$ cat config.mk
export PLATFORM = sky130hd
export DESIGN_NAME = sym_fix_applier
export DESIGN_NICKNAME = d
export VERILOG_FILES = /design/src/rtl/sfa_pkg.sv /design/src/rtl/sfa_decoder.sv /design/src/rtl/sfa_tally.sv /design/src/rtl/sfa_rmw_engine.sv /design/src/rtl/sym_fix_applier.sv
export SDC_FILE = /design/constraint.sdc
export NUM_CORES = 1
export LEC_CHECK = 0
export ABC_AREA = 1
export ABC_CLOCK_PERIOD_IN_PS = 3500
export BUFFER_PORTS_ARGS = -buffer_cell sky130_fd_sc_hd__buf_2
export CAP_MARGIN = 5
export CORE_UTILIZATION = 57
export DETAILED_ROUTE_END_ITERATION = 12
export GPL_TIMING_DRIVEN = 0
export HOLD_SLACK_MARGIN = 0.1
export PLACE_DENSITY_LB_ADDON = 0.12
export SYNTH_ARGS = -nofsm -noshare
export SYNTH_HDL_FRONTEND = slang
export SYNTH_SLANG_ARGS = --single-unit
$ cat constraint.sdc
create_clock -name clk -period 3.5 [get_ports clk]
set_input_delay 0.875 -clock clk [delete_from_list [all_inputs] [get_ports clk]]
set_output_delay 0.875 -clock clk [all_outputs]
set_load 0.02 [all_outputs]
$ cat src/rtl/sfa_pkg.sv
package sfa_pkg;

    localparam int BYTE_W = 8;
    localparam int SYM_W  = 12;

    typedef enum logic [2:0] {
        ST_IDLE,
        ST_RD_LO,
        ST_WR_LO,
        ST_RD_HI,
        ST_WR_HI,
        ST_FINISH
    } eng_state_t;

    // Byte masks a single symbol contributes to the one or two bytes it covers.
    typedef struct packed {
        logic              lo_used;
        logic [BYTE_W-1:0] lo_mask;
        logic [BYTE_W-1:0] hi_mask;
    } sym_masks_t;

    // Split a 12-bit pattern into the masks for the lower and upper byte.
    // An odd symbol starts on a byte boundary; an even one ends on it.
    function automatic sym_masks_t split_pattern(input logic [SYM_W-1:0] pat,
                                                 input logic odd_pos,
                                                 input logic first_pos);
        sym_masks_t m;
        if (odd_pos) begin
            m.lo_mask = pat[11:4];
            m.hi_mask = {pat[3:0], 4'b0000};
            m.lo_used = 1'b1;
        end else begin
            m.lo_mask = {4'b0000, pat[11:8]};
            m.hi_mask = pat[7:0];
            m.lo_used = !first_pos;
        end
        return m;
    endfunction

endpackage

$ cat src/rtl/sfa_decoder.sv
module sfa_decoder
    import sfa_pkg::*;
#(
    parameter int POS_W   = 11,
    parameter int ADDR_W  = 12,
    parameter int MAX_POS = 1374
) (
    input  logic [POS_W-1:0]  pos,
    input  logic [SYM_W-1:0]  pattern,
    output logic [ADDR_W-1:0] lo_addr,
    output logic [ADDR_W-1:0] hi_addr,
    output sym_masks_t        masks,
    output logic              bad_entry
);

    localparam int BASE_W = POS_W + 2;

    logic [BASE_W-1:0] triple;
    logic [BASE_W-1:0] base;
    logic              odd_pos;
    logic              first_pos;

    always_comb begin
        triple    = BASE_W'(pos) + BASE_W'({pos, 1'b0});
        base      = triple >> 1;
        odd_pos   = pos[0];
        first_pos = (pos == '0);
        masks     = split_pattern(pattern, odd_pos, first_pos);
        if (odd_pos) begin
            lo_addr = ADDR_W'(base);
            hi_addr = ADDR_W'(base + BASE_W'(1));
        end else begin
            lo_addr = ADDR_W'(base - BASE_W'(1));
            hi_addr = ADDR_W'(base);
        end
        // Past the check area, or index 0 with bits above the first byte.
        bad_entry = (32'(pos) > MAX_POS) || (first_pos && (pattern[11:8] != 4'h0));
    end

endmodule

$ cat src/rtl/sfa_tally.sv
module sfa_tally #(
    parameter int MAX_CORR = 4,
    localparam int CNT_W   = $clog2(MAX_CORR + 1)
) (
    input  logic             clk,
    input  logic             rst,
    input  logic             applied,
    input  logic             rejected,
    input  logic             clear,
    output logic [CNT_W-1:0] count,
    output logic             fail,
    output logic             full
);

    assign full = (32'(count) >= MAX_CORR);

    always_ff @(posedge clk) begin
        if (rst || clear) begin
            count <= '0;
            fail  <= 1'b0;
        end else begin
            if (applied && !full) begin
                count <= count + CNT_W'(1);
            end
            if (rejected) begin
                fail <= 1'b1;
            end
        end
    end

    // the applied count never exceeds the per-page budget
    p_count_budget_r8: assert property (@(posedge clk) disable iff (rst)
        32'(count) <= MAX_CORR);

    // a full budget is never exceeded by a further apply
    p_no_apply_when_full_r8: assert property (@(posedge clk) disable iff (rst)
        (full && !clear) |=> (count == $past(count)) || (count == '0));

endmodule

$ cat src/rtl/sfa_rmw_engine.sv
module sfa_rmw_engine
    import sfa_pkg::*;
#(
    parameter int ADDR_W     = 12,
    parameter int TOTAL_BYTES = 2112
) (
    input  logic              clk,
    input  logic              rst,
    input  logic              in_valid,
    output logic              in_ready,
    input  logic              in_last,
    input  logic [ADDR_W-1:0] dec_lo_addr,
    input  logic [ADDR_W-1:0] dec_hi_addr,
    input  sym_masks_t        dec_masks,
    input  logic              dec_reject,
    output logic              apply_pulse,
    output logic              reject_pulse,
    output logic              list_done,
    output logic [ADDR_W-1:0] buf_addr,
    output logic              buf_rd,
    input  logic [BYTE_W-1:0] buf_rdata,
    output logic              buf_we,
    output logic [BYTE_W-1:0] buf_wdata
);

    eng_state_t        state, state_nx;
    logic [ADDR_W-1:0] lo_addr_q, hi_addr_q;
    sym_masks_t        masks_q;
    logic              last_q;
    logic              accept;

    assign in_ready     = (state == ST_IDLE);
    assign accept       = in_valid && in_ready;
    assign apply_pulse  = accept && !dec_reject;
    assign reject_pulse = accept && dec_reject;
    assign list_done    = (state == ST_FINISH) && last_q;

    always_comb begin
        state_nx = state;
        unique case (state)
            ST_IDLE: begin
                if (accept) begin
                    if (dec_reject)             state_nx = ST_FINISH;
                    else if (dec_masks.lo_used) state_nx = ST_RD_LO;
                    else                        state_nx = ST_RD_HI;
                end
            end
            ST_RD_LO:  state_nx = ST_WR_LO;
            ST_WR_LO:  state_nx = ST_RD_HI;
            ST_RD_HI:  state_nx = ST_WR_HI;
            ST_WR_HI:  state_nx = ST_FINISH;
            ST_FINISH: state_nx = ST_IDLE;
            default:   state_nx = ST_IDLE;
        endcase
    end

    always_ff @(posedge clk) begin
        if (rst) begin
            state     <= ST_IDLE;
            lo_addr_q <= '0;
            hi_addr_q <= '0;
            masks_q   <= '0;
            last_q    <= 1'b0;
        end else begin
            state <= state_nx;
            if (accept) begin
                lo_addr_q <= dec_lo_addr;
                hi_addr_q <= dec_hi_addr;
                masks_q   <= dec_masks;
                last_q    <= in_last;
            end
        end
    end

    always_comb begin
        buf_rd    = 1'b0;
        buf_we    = 1'b0;
        buf_addr  = '0;
        buf_wdata = '0;
        unique case (state)
            ST_RD_LO: begin
                buf_rd   = 1'b1;
                buf_addr = lo_addr_q;
            end
            ST_WR_LO: begin
                buf_we    = 1'b1;
                buf_addr  = lo_addr_q;
                buf_wdata = buf_rdata ^ masks_q.lo_mask;
            end
            ST_RD_HI: begin
                buf_rd   = 1'b1;
                buf_addr = hi_addr_q;
            end
            ST_WR_HI: begin
                buf_we    = 1'b1;
                buf_addr  = hi_addr_q;
                buf_wdata = buf_rdata ^ masks_q.hi_mask;
            end
            default: ;
        endcase
    end

    // each write lands one cycle after a read of the same byte
    p_write_follows_read_r9: assert property (@(posedge clk) disable iff (rst)
        buf_we |-> ($past(buf_rd) && (buf_addr == $past(buf_addr))));

    // a read is always followed by its write
    p_read_then_write_r9: assert property (@(posedge clk) disable iff (rst)
        buf_rd |=> buf_we);

    // accesses stay inside the page buffer
    p_addr_in_page_r6: assert property (@(posedge clk) disable iff (rst)
        (buf_rd || buf_we) |-> (32'(buf_addr) < TOTAL_BYTES));

    // ready drops after an entry is taken
    p_busy_after_accept_r10: assert property (@(posedge clk) disable iff (rst)
        accept |=> !in_ready);

    // no buffer access while ready is offered
    p_idle_quiet_r10: assert property (@(posedge clk) disable iff (rst)
        in_ready |-> !(buf_rd || buf_we));

    // the list result is a single-cycle strobe
    p_status_strobe_r11: assert property (@(posedge clk) disable iff (rst)
        list_done |=> !list_done);

endmodule

$ cat src/rtl/sym_fix_applier.sv
module sym_fix_applier
    import sfa_pkg::*;
#(
    parameter int DATA_BYTES  = 2048,
    parameter int SPARE_BYTES = 64,
    parameter int MAX_POS     = 1374,
    parameter int MAX_CORR    = 4,
    parameter int POS_W       = 11,
    localparam int TOTAL_BYTES = DATA_BYTES + SPARE_BYTES,
    localparam int ADDR_W      = $clog2(TOTAL_BYTES),
    localparam int CNT_W       = $clog2(MAX_CORR + 1)
) (
    input  logic              clk,
    input  logic              rst,
    input  logic              in_valid,
    output logic              in_ready,
    input  logic [POS_W-1:0]  in_pos,
    input  logic [SYM_W-1:0]  in_pattern,
    input  logic              in_last,
    output logic [ADDR_W-1:0] buf_addr,
    output logic              buf_rd,
    input  logic [BYTE_W-1:0] buf_rdata,
    output logic              buf_we,
    output logic [BYTE_W-1:0] buf_wdata,
    output logic              status_valid,
    output logic [CNT_W-1:0]  status_count,
    output logic              status_fail
);

    logic [ADDR_W-1:0] dec_lo_addr, dec_hi_addr;
    sym_masks_t        dec_masks;
    logic              dec_bad;
    logic              budget_full;
    logic              apply_pulse, reject_pulse, list_done;
    logic [CNT_W-1:0]  tally_count;
    logic              tally_fail;

    sfa_decoder #(
        .POS_W  (POS_W),
        .ADDR_W (ADDR_W),
        .MAX_POS(MAX_POS)
    ) decoder_i (
        .pos      (in_pos),
        .pattern  (in_pattern),
        .lo_addr  (dec_lo_addr),
        .hi_addr  (dec_hi_addr),
        .masks    (dec_masks),
        .bad_entry(dec_bad)
    );

    sfa_rmw_engine #(
        .ADDR_W     (ADDR_W),
        .TOTAL_BYTES(TOTAL_BYTES)
    ) engine_i (
        .clk         (clk),
        .rst         (rst),
        .in_valid    (in_valid),
        .in_ready    (in_ready),
        .in_last     (in_last),
        .dec_lo_addr (dec_lo_addr),
        .dec_hi_addr (dec_hi_addr),
        .dec_masks   (dec_masks),
        .dec_reject  (dec_bad || budget_full),
        .apply_pulse (apply_pulse),
        .reject_pulse(reject_pulse),
        .list_done   (list_done),
        .buf_addr    (buf_addr),
        .buf_rd      (buf_rd),
        .buf_rdata   (buf_rdata),
        .buf_we      (buf_we),
        .buf_wdata   (buf_wdata)
    );

    sfa_tally #(
        .MAX_CORR(MAX_CORR)
    ) tally_i (
        .clk     (clk),
        .rst     (rst),
        .applied (apply_pulse),
        .rejected(reject_pulse),
        .clear   (list_done),
        .count   (tally_count),
        .fail    (tally_fail),
        .full    (budget_full)
    );

    assign status_valid = list_done;
    assign status_count = tally_count;
    assign status_fail  = tally_fail;

    // an entry flagged out of range never reaches the buffer port
    p_reject_no_access_r7: assert property (@(posedge clk) disable iff (rst)
        reject_pulse |=> !(buf_rd || buf_we));

    // a reported count never exceeds the budget
    p_status_count_r11: assert property (@(posedge clk) disable iff (rst)
        status_valid |-> (32'(status_count) <= MAX_CORR));

endmodule

==> impl_summary.log, run 1 <==
INFO  metric core_area = 6350 um2
INFO  metric cap_violations = 0
INFO  metric synth_top_cells_by_area = sky130_fd_sc_hd__dfxtp_1, sky130_fd_sc_hd__nand2_1, sky130_fd_sc_hd__ha_1
INFO  metric ff2ff_setup_slack = 1.73 ns
INFO  metric chipHeight = 83.1 um
INFO  metric tritoncts_clock_tree = yes
INFO  metric initialDrtViolationCount = ~230
INFO  metric grt_max_degree = 15
INFO  metric finClkSkew = around 0.0060 ns
INFO  metric design.final.nets = 703
INFO  metric peak_vdd_ir = approximately 0.36 mV
INFO  metric final-instance-count-excl-fill = ~720
INFO  metric placement.io_buffers = 61
INFO  metric number_of_drc_violations_after_detailed_routing = 2
INFO  metric fraction_of_final_layout_cells_sized_beyond_drive_strength_1 = between 20% and 30%
INFO  metric critPathCaptureType = flop
INFO  metric floorplan.initialDensity = 59.0%
INFO  metric cellInternalPower = 1.14 mW
INFO  metric vias = slightly below 4000
INFO  metric antennaDiodeCount = 0
INFO  metric post-cts-setup-buffer-count = 0
INFO  metric fin_area = 4260 um2
INFO  metric run_status = finished, violations left
INFO  metric synth_seq_cells = 48
INFO  metric area.growth.synth_to_final = 13.6%
INFO  metric startpoint_type = input port
INFO  metric worstSetupPathType = input port to flop
INFO  metric power.density_cell_area = roughly 460 nW/um2
INFO  metric violated_checks = design-rule violations
INFO  metric cp_data_required_time = about 3.7 ns
INFO  metric synthDominantAreaCellType = sky130_fd_sc_hd__dfxtp_1
INFO  metric hp-class = flop to flop
INFO  metric synthDominantCellAreaShare = 25.6%
INFO  metric synth_area_per_cell = about 6.6 um2
INFO  metric drt_pass1_iterations = 9
INFO  metric finalHoldViolCount = 0
INFO  metric routed_wire_length_per_instance = 13.3 um
INFO  metric critical_path_peak_fanout = 11
INFO  metric grt_pass1_vias = ~3600
INFO  metric grt_pass1_wl = ~16000 um
INFO  metric sequentialPowerShare = a little over a third
INFO  metric die_x = a little over 80 um
INFO  metric postPlaceCellArea = between 4000 and 5000 um2
INFO  metric clk_pin_slew = ~0.090 ns
INFO  metric cts_buf_count = 5
INFO  metric leakage = 2.16 nW
INFO  metric antenna_found_initial = 0
INFO  metric htree_levels = 2
INFO  metric slowest_stage = sky130_fd_sc_hd__clkbuf_1
INFO  metric worst_path_dominant_cell_family = simple AND/OR/NAND/NOR gates
INFO  metric finalWirelength = 9570 um
INFO  metric comb_power_share = between 40% and 50%
INFO  metric share_clk_of_total_power = between 10% and 20%
INFO  metric critical_path.n_buffers_inverters = 5
INFO  metric grt_setup_unrepaired = false
INFO  metric antenna_left = 0
INFO  metric cpMostUsedCell = sky130_fd_sc_hd__nand2_1
INFO  metric power.switching = between 0.8 and 0.9 mW
INFO  metric ys_types = 43
INFO  metric post-dp-hpwl = 7640 um
INFO  metric setup_viol_count_final = 0
INFO  metric grt.overflow.total = 0
INFO  metric finalMaxSlewViolations = 0
INFO  metric grtUsageTotal = 28.9%
INFO  metric clock_insertion_delay_at_the_later_pin_of_the_skew_report = around 0.30 ns
INFO  metric floorplan.rows = 29
INFO  metric global_route.peak_usage_layer = met2
INFO  metric globalRouteMet3Util = under 10%
INFO  metric grtUsageMet2 = 51.9%
INFO  metric cp_slowest_stage_delay = about 0.5 ns
INFO  metric avgViaCountPerCell = 5.38
INFO  metric met1_usage_in_global_routing = approximately 34%
INFO  metric timing.slew.headroom = 51.7%
INFO  metric dieArea = roughly 6900 um2
INFO  metric final_min_period_over_clock_period = between 90% and 100%
INFO  metric ctsLongestPathBuffers = 2
INFO  metric post-place-cells = between 700 and 800
INFO  metric clockRootBuffer = sky130_fd_sc_hd__clkbuf_8
INFO  metric crit_path_cell_trace = buf_2 -> buf_2 -> inv_1 -> clkbuf_1 -> ha_1 -> nor2_1 -> nand2_1 -> nor2_2 -> nand2_2 -> nor2_4 -> nand3_2 -> nor2_4 -> nand3_1 -> nand2_1 -> nand3_1 -> nand2_1 -> inv_1
INFO  metric worst_pin_slew = 0.719 ns
INFO  metric number_of_gates_resized_after_cts = 0
INFO  metric syn-num-nets = 635
INFO  metric synthesis.yosys.warnings = 0
INFO  metric cp.arrival = ~3.4 ns
INFO  metric synth_area = about 3700 um2
INFO  metric synth-seq-area-share = 25.6%
INFO  metric switching_share = a little over two fifths
INFO  metric gp_congestion = between 0.9 and 1
INFO  metric p_total = roughly 2.0 mW
INFO  metric io_pins = 63
INFO  metric period_needed = about 3.2 ns
INFO  metric tritoncts_num_sinks = 48
INFO  metric holdBufCountCts = 0
INFO  metric max_freq = 0.310 GHz
INFO  metric postSynthCellCount = between 500 and 600
-- power groups by stage --
stage / Clock (mW) / Combinational, mW / Sequential [mW]
floorplan: 0 / 0.637 / 0.707
global placement: 0 / 0.856 / 0.710
detailed placement: 0 / 0.871 / 0.714
CTS: 0.395 / 0.875 / 0.702
global route: 0.418 / 0.986 / 0.716
finish: 0.393 / 0.879 / 0.704
-- logic make-up after synthesis --
logic type               count (synthesis)  synth area share [%]
AO/OA/AOI/OAI                          130                  19.2
buffers and inverters                  107                  11.0
flip-flops                              48                  25.6
XOR/XNOR                                 7                  1.84
AND/OR/NAND/NOR                        250                  32.4
adder cells (fa/ha/maj)                 29                  9.88
-- area by class of cell --
class / instances / area (um2)
plain buffers: 19 / 82.6
clock buffers: 6 / 72.6
clock inverters: 2 / 35.0
fillers: 621 / 2090
inverters: 88 / 332
multi-input cells: 416 / 2370
flip-flops and latches: 48 / 961
well taps: 77 / 96.3
repair buffers: 61 / 305
-- tightest hold or removal path, cell delays in order (launching register included) --
cell	delay, ns
sky130_fd_sc_hd__dfxtp_1	0.31
sky130_fd_sc_hd__nand2_1	0.06
sky130_fd_sc_hd__a21oi_1	0.05
-- cells in the mapped netlist (all sizes together) --
master  instances
ha             28
nor4            1
xor2            4
inv            86
buf             5
clkinv          2
o21bai          1
nor2           45
and3            1
a31oi          10
a21oi          50
fa              1
o211ai          2
nor3            2
a22o            3
o21ai          55
a21boi          1
dfxtp          48
nand4           6
xnor2           3
clkbuf         14
o221ai          2
nand2         155
o22ai           2
or2             1
nand3          39
a211oi          4
-- per-layer routing --
layer  routed length [um]  part of all wire [%]
met3                  433                   4.5
met1                 4060                    42
met5                    0                     0
met2                 4680                    49
met4                  397                   4.1
-- registers in the layout, summed over array words and instances, names as in the netlist --
name	flops
engine_i.hi_addr_q	12
tally_i.fail	1
engine_i.masks_q	16
engine_i.last_q	1
engine_i.state	3
tally_i.count	3
engine_i.lo_addr_q	12
-- final timing paths --
path,from,endpoint,cells after the start
hold / removal,engine_i.masks_q[2],engine_i.masks_q[2],2
hold reg to reg,engine_i.masks_q[2],engine_i.masks_q[2],2
setup / recovery,in_pos[0],engine_i.lo_addr_q[11],17
setup reg to reg,engine_i.state[1],engine_i.hi_addr_q[2],9
-- cell usage in the layout (no fill, tap or decap), drive strengths merged, types with 3 or more instances in the layout --
cell type  count
a211oi         4
buf           66
o21ai         55
clkbuf        20
a22o           3
inv           86
clkinv         3
nand4          6
nor2          45
dfxtp         48
ha            28
xor2           4
nand3         39
a21oi         50
nand2        155
xnor2          3
a31oi         10
-- metrics by stage --
stage / utilization, % / setup TNS, ns / setup slack, ns / hold WS, ns
4_1_cts: 67.1 / 0 / 0.299 / 0.466
5_1_grt: 67.1 / 0 / 0.0102 / 0.480
6_report: 67.1 / 0 / 0.272 / 0.464
2_1_floorplan: - / 0 / 0.579 / 0.431
3_3_place_gp: 65.4 / 0 / 0.0426 / 0.445
3_5_place_dp: 65.4 / -0.0210 / -0.0162 / 0.453
No activity file was read; power rests on OpenSTA's default activity.
==> run 2, diff against run 1 <==
--- a/config.mk
+++ b/config.mk
@@ -7,7 +7,7 @@
 export LEC_CHECK = 0
 export ABC_AREA = 1
 export ABC_CLOCK_PERIOD_IN_PS = 3500
-export BUFFER_PORTS_ARGS = -buffer_cell sky130_fd_sc_hd__buf_2
+export BUFFER_PORTS_ARGS = -buffer_cell sky130_fd_sc_hd__clkbuf_2
 export CAP_MARGIN = 5
 export CORE_UTILIZATION = 57
 export DETAILED_ROUTE_END_ITERATION = 12
==> run 2 against run 1 <==
Count of clock-buffer cells in the layout stayed put. Flip-flop and latch count stayed put. Register-to-register slack hardly changed. Via count is 0.13% higher. The run still ends with design-rule violations left. Die area stayed put.
==> impl_summary.log, run 2 (synthesis gave the netlist of run 1 again) <==
INFO  metric run_status = finished, violations left (unchanged)
INFO  metric violated_checks = design-rule violations (unchanged)
INFO  metric routed_wire_length_per_instance = 13.5 um (was 13.3 um)
INFO  metric finalHoldViolCount = 0 (unchanged)
INFO  metric chipHeight = 83.1 um (unchanged)
INFO  metric final_min_period_over_clock_period = 91.7% (was 92.2%)
INFO  metric hp-class = flop to flop (unchanged)
INFO  metric registers.top_by_ff_count = engine_i.masks_q (unchanged)
INFO  metric cp.arrival = 3.45 ns (was 3.44 ns)
INFO  metric whs_path_depth = 2 (unchanged)
INFO  metric post-place-cells = 709 (unchanged)
INFO  metric multi_input_comb_area = 2370 um2 (unchanged)
INFO  metric io_pins = 63 (unchanged)
INFO  metric antennaDiodeCount = 0 (unchanged)
INFO  metric number_of_gates_resized_after_cts = 0 (unchanged)
INFO  metric antenna_left = 0 (unchanged)
INFO  metric initialDrtViolationCount = 377 (was 227)
INFO  metric timing.slew.headroom = 51.6% (was 51.7%)
INFO  metric grt.overflow.total = 0 (unchanged)
INFO  metric floorplan.rows = 29 (unchanged)
INFO  metric max_freq = 0.312 GHz (was 0.310 GHz)
INFO  metric tritoncts_num_sinks = 48 (unchanged)
INFO  metric number_of_drc_violations_after_detailed_routing = 2 (unchanged)
INFO  metric grtUsageTotal = 28.5% (was 28.9%)
INFO  metric htree_levels = 2 (unchanged)
INFO  metric ff2ff_setup_slack = 1.72 ns (was 1.73 ns)
INFO  metric critPathCaptureType = flop (unchanged)
INFO  metric worstSetupPathType = input port to flop (unchanged)
INFO  metric area.growth.synth_to_final = 13.6% (unchanged)
INFO  metric ctsLongestPathBuffers = 2 (unchanged)
INFO  metric avgViaCountPerCell = 5.39 (was 5.38)
INFO  metric design.final.nets = 703 (unchanged)
INFO  metric cpMostUsedCell = sky130_fd_sc_hd__nand2_1 (unchanged)
INFO  metric critical_path_peak_fanout = 11 (unchanged)
INFO  metric grtUsageMet2 = 52.0% (was 51.9%)
INFO  metric drt_pass1_iterations = 9 (unchanged)
INFO  metric power.density_cell_area = 467 nW/um2 (was 464 nW/um2)
INFO  metric clockRootBuffer = sky130_fd_sc_hd__clkbuf_8 (unchanged)
INFO  metric grt_pass1_wl = 16000 um (was 16400 um)
INFO  metric post-cts-setup-buffer-count = 0 (unchanged)
INFO  metric cp_data_required_time = 3.74 ns (was 3.71 ns)
INFO  metric finalMaxSlewViolations = 0 (unchanged)
INFO  metric global_route.peak_usage_layer = met2 (unchanged)
INFO  metric grt_max_degree = 15 (unchanged)
INFO  metric slowest_stage = sky130_fd_sc_hd__clkbuf_1 (unchanged)
INFO  metric most_frequent_cells_in_the_layout = sky130_fd_sc_hd__nand2_1, sky130_fd_sc_hd__inv_1, sky130_fd_sc_hd__clkbuf_2 (was sky130_fd_sc_hd__nand2_1, sky130_fd_sc_hd__inv_1, sky130_fd_sc_hd__buf_2)
INFO  metric cap_violations = 0 (unchanged)
INFO  metric startpoint_type = input port (unchanged)
INFO  metric post-dp-hpwl = 7740 um (was 7640 um)
INFO  metric setup_total_negative_slack = 0 ns (unchanged)
INFO  metric largest_register_ffs = 16 (unchanged)
INFO  metric largest_regs = engine_i.masks_q (16), engine_i.hi_addr_q (12), engine_i.lo_addr_q (12) (unchanged)
INFO  metric floorplan.initialDensity = 59.0% (unchanged)
INFO  metric core_area = 6350 um2 (unchanged)
INFO  metric antenna_found_initial = 0 (unchanged)
INFO  metric clock_insertion_delay_at_the_later_pin_of_the_skew_report = 0.31 ns (was 0.30 ns)
INFO  metric dieArea = 6900 um2 (unchanged)
INFO  metric finalWirelength = 9670 um (was 9570 um)
INFO  metric holdBufCountCts = 0 (unchanged)
INFO  metric tritoncts_clock_tree = yes (unchanged)
INFO  metric cp_slowest_stage_delay = 0.48 ns (was 0.49 ns)
INFO  metric placement.io_buffers = 61 (unchanged)
INFO  metric grt_setup_unrepaired = false (unchanged)
INFO  metric gp_congestion = 0.906 (was 0.907)
INFO  metric globalRouteMet3Util = 2.88% (was 3.08%)
INFO  metric clk_pin_slew = 0.09 ns (about the same)
INFO  metric cts_buf_count = 5 (unchanged)
INFO  metric layout.filler_cells = 599 (was 621)
INFO  metric die_x = 83.1 um (unchanged)
INFO  metric final-seq-area = 961 um2 (unchanged)
INFO  metric grt_pass1_vias = 3405 (was 3575)
INFO  metric setup_viol_count_final = 0 (unchanged)
INFO  metric finClkSkew = 0.00890 ns (was 0.00595 ns)
INFO  metric period_needed = 3.21 ns (was 3.23 ns)
INFO  metric vias = 3865 (was 3860)
INFO  metric timing.reg2reg.worst_path_depth = 9 (unchanged)
INFO  metric peak_vdd_ir = 0.317 mV (was 0.355 mV)
INFO  metric final-instance-count-excl-fill = 717 (unchanged)
INFO  metric worst_pin_slew = 0.721 ns (was 0.719 ns)
INFO  metric layout_commonest_cell = sky130_fd_sc_hd__nand2_1 (unchanged)
INFO  metric leakage = 2.15 nW (was 2.16 nW)
INFO  metric crit_path_cell_trace = clkbuf_2 -> buf_2 -> inv_1 -> clkbuf_1 -> ha_1 -> inv_1 -> ha_1 -> nand3_1 -> nor2_2 -> nand2_1 -> nor2_2 -> nand2_2 -> nor2_4 -> nand2_1 -> nand2_1 -> nand2_1 -> a21oi_2 (was buf_2 -> buf_2 -> inv_1 -> clkbuf_1 -> ha_1 -> nor2_1 -> nand2_1 -> nor2_2 -> nand2_2 -> nor2_4 -> nand3_2 -> nor2_4 -> nand3_1 -> nand2_1 -> nand3_1 -> nand2_1 -> inv_1)
INFO  metric met1_usage_in_global_routing = 34.6% (was 34.4%)
INFO  metric fraction_of_final_layout_cells_sized_beyond_drive_strength_1 = 20.6% (unchanged)
## run 2: through the flow
stage                     utilization (%)  cell area (um2)  total power, mW  worst slack, ns  hold WS [ns]
after global placement               65.4             4150             1.57           0.0599         0.446
final                                67.1             4260             1.99            0.292         0.468
after CTS                            67.1             4260             1.98            0.321         0.465
after detailed placement             65.4             4150             1.59           0.0110         0.450
after floorplan                         -             3750             1.34            0.579         0.431
after global routing                 67.1             4260             2.12            0.112         0.482
## run 2: final cells by class
class | instances | area share [%]
clock buffer | 6 | 1.70
buffer | 19 | 1.94
sequential | 48 | 22.6
clock inverter | 2 | 0.823
timing repair buffer | 61 | 7.17
tap | 77 | 2.26
inverter | 88 | 7.79
multi-input combinational | 416 | 55.7
## run 2: worst paths after layout
path | start | endpoint
worst max-delay path | in_pos[0] | engine_i.lo_addr_q[10]
worst max register to register | engine_i.state[0] | engine_i.lo_addr_q[4]
worst min-delay path | engine_i.last_q | engine_i.last_q
worst min register to register | engine_i.last_q | engine_i.last_q
## run 2: layer usage
metal / up-vias / share of wire [%]
met3: 20 / 4.7
li1: 1977 / -
met2: 144 / 51
met1: 1724 / 42
met5: - / 0
met4: 0 / 2.7
## run 2: power breakdown
part	switching, mW	internal [mW]	leakage, nW
logic	0.608	0.278	1.70
registers	0.0510	0.652	0.396
clock network	0.185	0.212	0.0552
total	0.844	1.14	2.15
## run 2: worst max-delay path: cells and delay by family
family / cells / cell delay [ns]
AO/OA/AOI/OAI: 1 / 0.11
AND/OR/NAND/NOR: 9 / 0.90
adder cells (fa/ha/maj): 2 / 0.54
buffers and inverters: 5 / 1.02
==> run 3, diff against run 2 <==
--- a/config.mk
+++ b/config.mk
@@ -9,7 +9,8 @@
 export ABC_CLOCK_PERIOD_IN_PS = 3500
 export BUFFER_PORTS_ARGS = -buffer_cell sky130_fd_sc_hd__clkbuf_2
 export CAP_MARGIN = 5
-export CORE_UTILIZATION = 57
+export CORE_UTILIZATION = 59
+export CTS_BUF_LIST = sky130_fd_sc_hd__clkbuf_4 sky130_fd_sc_hd__clkbuf_8
 export DETAILED_ROUTE_END_ITERATION = 12
 export GPL_TIMING_DRIVEN = 0
 export HOLD_SLACK_MARGIN = 0.1
==> run 3 against run 2 <==
Largest power group unchanged. Highest routed layer unchanged. Count of clock-buffer cells in the layout fell by 1. Sequential power barely moved. Total power fell by 4.7%. The run now ends clean. Final area fell by 0.94%. Clock power fell by 23%. Sequential share of layout area rose by 0.21 points. Global-route usage rose by 1.7 points.
==> impl_summary.log, run 3 (synthesis gave the netlist of run 1 again) <==
INFO  metric placement.io_buffers = 61 (unchanged)
INFO  metric p_total = 1.89 mW (was 1.99 mW)
INFO  metric grt_max_degree = 13 (was 15)
INFO  metric finalWirelength = 9640 um (was 9670 um)
INFO  metric fraction_of_final_layout_cells_sized_beyond_drive_strength_1 = 20.6% (about the same)
INFO  metric worstSetupPathType = flop to primary output (was input port to flop)
INFO  metric largest_regs = engine_i.masks_q (16), engine_i.hi_addr_q (12), engine_i.lo_addr_q (12) (unchanged)
INFO  metric holdBufCountCts = 0 (unchanged)
INFO  metric vias = 3860 (was 3865)
INFO  metric hold_path_end = engine_i.masks_q[0] (was engine_i.last_q)
INFO  metric post-dp-hpwl = 7730 um (was 7740 um)
INFO  metric layout_commonest_cell = sky130_fd_sc_hd__nand2_1 (unchanged)
INFO  metric startpoint_type = flop (was input port)
INFO  metric design.final.nets = 703 (unchanged)
INFO  metric drt_pass1_iterations = 5 (was 9)
INFO  metric setup_total_negative_slack = 0 ns (unchanged)
INFO  metric setup_viol_count_final = 0 (unchanged)
INFO  metric finClkSkew = 0.00443 ns (was 0.00890 ns)
INFO  metric fin_area = 4220 um2 (was 4260 um2)
INFO  metric area.growth.synth_to_final = 12.5% (was 13.6%)
INFO  metric regToRegEndpoint = engine_i.lo_addr_q[4] (unchanged)
INFO  metric gp_congestion = 0.908 (was 0.906)
INFO  metric ctsLongestPathBuffers = 2 (unchanged)
INFO  metric cp_data_required_time = 2.62 ns (was 3.74 ns)
INFO  metric multi_input_comb_area = 2370 um2 (unchanged)
INFO  metric layout.filler_cells = 571 (was 599)
INFO  metric routed_wire_length_per_instance = 13.5 um (about the same)
INFO  metric critical_path.n_buffers_inverters = 4 (was 5)
INFO  metric registers.top_by_ff_count = engine_i.masks_q (unchanged)
INFO  metric clockRootBuffer = sky130_fd_sc_hd__clkbuf_8 (unchanged)
INFO  metric peak_vdd_ir = 0.352 mV (was 0.317 mV)
INFO  metric floorplan.initialDensity = 62.2% (was 59.0%)
INFO  metric tritoncts_clock_tree = yes (unchanged)
INFO  metric worst_pin_slew = 0.694 ns (was 0.721 ns)
INFO  metric cp_slowest_stage_delay = 0.34 ns (was 0.48 ns)
INFO  metric clk_pin_slew = 0.08 ns (was 0.09 ns)
INFO  metric regToRegStartpoint = engine_i.state[1] (was engine_i.state[0])
INFO  metric cts_buf_count = 5 (unchanged)
INFO  metric io_pins = 63 (unchanged)
INFO  metric tritoncts_num_sinks = 48 (unchanged)
INFO  metric chipHeight = 81.7 um (was 83.1 um)
INFO  metric initialDrtViolationCount = 188 (was 377)
INFO  metric core_area = 6030 um2 (was 6350 um2)
INFO  metric dieArea = 6680 um2 (was 6900 um2)
INFO  metric crit_path_cell_trace = clkbuf_1 -> nand2_1 -> o21ai_0 -> buf_2 -> inv_1 -> o22ai_1 -> clkbuf_2 (was clkbuf_2 -> buf_2 -> inv_1 -> clkbuf_1 -> ha_1 -> inv_1 -> ha_1 -> nand3_1 -> nor2_2 -> nand2_1 -> nor2_2 -> nand2_2 -> nor2_4 -> nand2_1 -> nand2_1 -> nand2_1 -> a21oi_2)
INFO  metric max_freq = 0.322 GHz (was 0.312 GHz)
INFO  metric final_min_period_over_clock_period = 88.6% (was 91.7%)
INFO  metric worstSetupStartpoint = engine_i.state[2] (was in_pos[0])
INFO  metric hp-class = flop to flop (unchanged)
INFO  metric number_of_drc_violations_after_detailed_routing = 0 (was 2)
INFO  metric avgViaCountPerCell = 5.42 (was 5.39)
INFO  metric htree_levels = 2 (unchanged)
INFO  metric critPathCaptureType = primary output (was flop)
INFO  metric antenna_found_initial = 0 (unchanged)
INFO  metric cp.arrival = 2.23 ns (was 3.45 ns)
INFO  metric finalMaxSlewViolations = 0 (unchanged)
INFO  metric cap_violations = 0 (unchanged)
INFO  metric ff2ff_setup_slack = 1.67 ns (was 1.72 ns)
INFO  metric largest_register_ffs = 16 (unchanged)
INFO  metric grt_pass1_wl = 15300 um (was 16000 um)
INFO  metric leakage = 2.13 nW (was 2.15 nW)
INFO  metric slowest_stage = sky130_fd_sc_hd__buf_2 (was sky130_fd_sc_hd__clkbuf_1)
INFO  metric power.density_cell_area = 449 nW/um2 (was 467 nW/um2)
INFO  metric clock_insertion_delay_at_the_later_pin_of_the_skew_report = 0.30 ns (was 0.31 ns)
INFO  metric worst_path_dominant_cell_family = buffers and inverters (unchanged)
INFO  metric floorplan.rows = 28 (was 29)
INFO  metric antennaDiodeCount = 0 (unchanged)
INFO  metric finalHoldViolCount = 0 (unchanged)
INFO  metric most_frequent_cells_in_the_layout = sky130_fd_sc_hd__nand2_1, sky130_fd_sc_hd__inv_1, sky130_fd_sc_hd__clkbuf_2 (unchanged)
INFO  metric grt_setup_unrepaired = false (unchanged)
INFO  metric antenna_left = 0 (unchanged)
INFO  metric run_status = completed (was finished, violations left)
INFO  metric postPlaceCellArea = 4150 um2 (about the same)
INFO  metric whs_path_depth = 2 (unchanged)
INFO  metric critical_path_peak_fanout = 10 (was 11)
INFO  metric final-seq-area = 961 um2 (unchanged)
INFO  metric holdCritStartpoint = engine_i.masks_q[0] (was engine_i.last_q)
INFO  metric timing.slew.headroom = 53.4% (was 51.6%)
INFO  metric period_needed = 3.10 ns (was 3.21 ns)
INFO  metric timing.reg2reg.worst_path_depth = 9 (unchanged)
INFO  metric grt.overflow.total = 0 (unchanged)
INFO  metric fin_hold_ws = 0.463 ns (was 0.468 ns)
INFO  metric grt_pass1_vias = 3454 (was 3405)
INFO  metric grtUsageTotal = 30.2% (was 28.5%)
INFO  metric die_x = 81.7 um (was 83.1 um)
run 3: how the worst max path moves through the flow:
stage | end | slack, ns | depth (start not counted)
detailed placement | engine_i.lo_addr_q[9] | -0.005 | 17
CTS | engine_i.lo_addr_q[9] | 0.30 | 17
global placement | engine_i.lo_addr_q[9] | 0.03 | 17
global route | engine_i.lo_addr_q[9] | 0.17 | 17
floorplan | engine_i.lo_addr_q[9] | 0.58 | 16
finish | buf_addr[1] | 0.40 | 7
run 3: timing repair:
action	CTS	global route
setup buffers	0	0
setup endpoints to repair	0	1
hold endpoints to repair	0	0
resized for setup	0	2
run 3: worst register-to-register path: cells and delay by family, from the launching register on:
kind	cells	cell delay (ns)
and+or+nand+nor	4	0.67
buffers and inverters	4	0.63
DFF	1	0.34
AOI/OAI and AO/OA	1	0.10
run 3: metal layers:
| layer | share of wire (%) | wire (um) | track usage, % |
|---|---|---|---|
| met5 | 0 | 0 | 0 |
| met4 | 2.4 | 229 | 13.3 |
| met3 | 5.2 | 506 | 4.00 |
| met2 | 50 | 4870 | 57.4 |
| met1 | 42 | 4040 | 33.0 |
run 3: power breakdown:
part | internal, mW | switching [mW]
Sequential | 0.652 | 0.0501
Clock | 0.129 | 0.176
Combinational | 0.278 | 0.607
Total | 1.06 | 0.833
run 3: layout make-up:
type / instances / area share, %
Multi-Input combinational cell: 416 / 56.3
Timing Repair Buffer: 61 / 7.24
Buffer: 19 / 1.99
Inverter: 88 / 7.86
Tap cell: 75 / 2.22
Clock buffer: 5 / 1.63
Sequential cell: 48 / 22.8
run 3: through the flow:
step / worst slack (ns) / std cells / util, %
after floorplan: 0.579 / 571 / -
after global placement: 0.0336 / 707 / 68.8
after detailed placement: -0.00538 / 707 / 68.8
after CTS: 0.300 / 712 / 70.0
after global routing: 0.173 / 712 / 70.0
final: 0.397 / 712 / 70.0
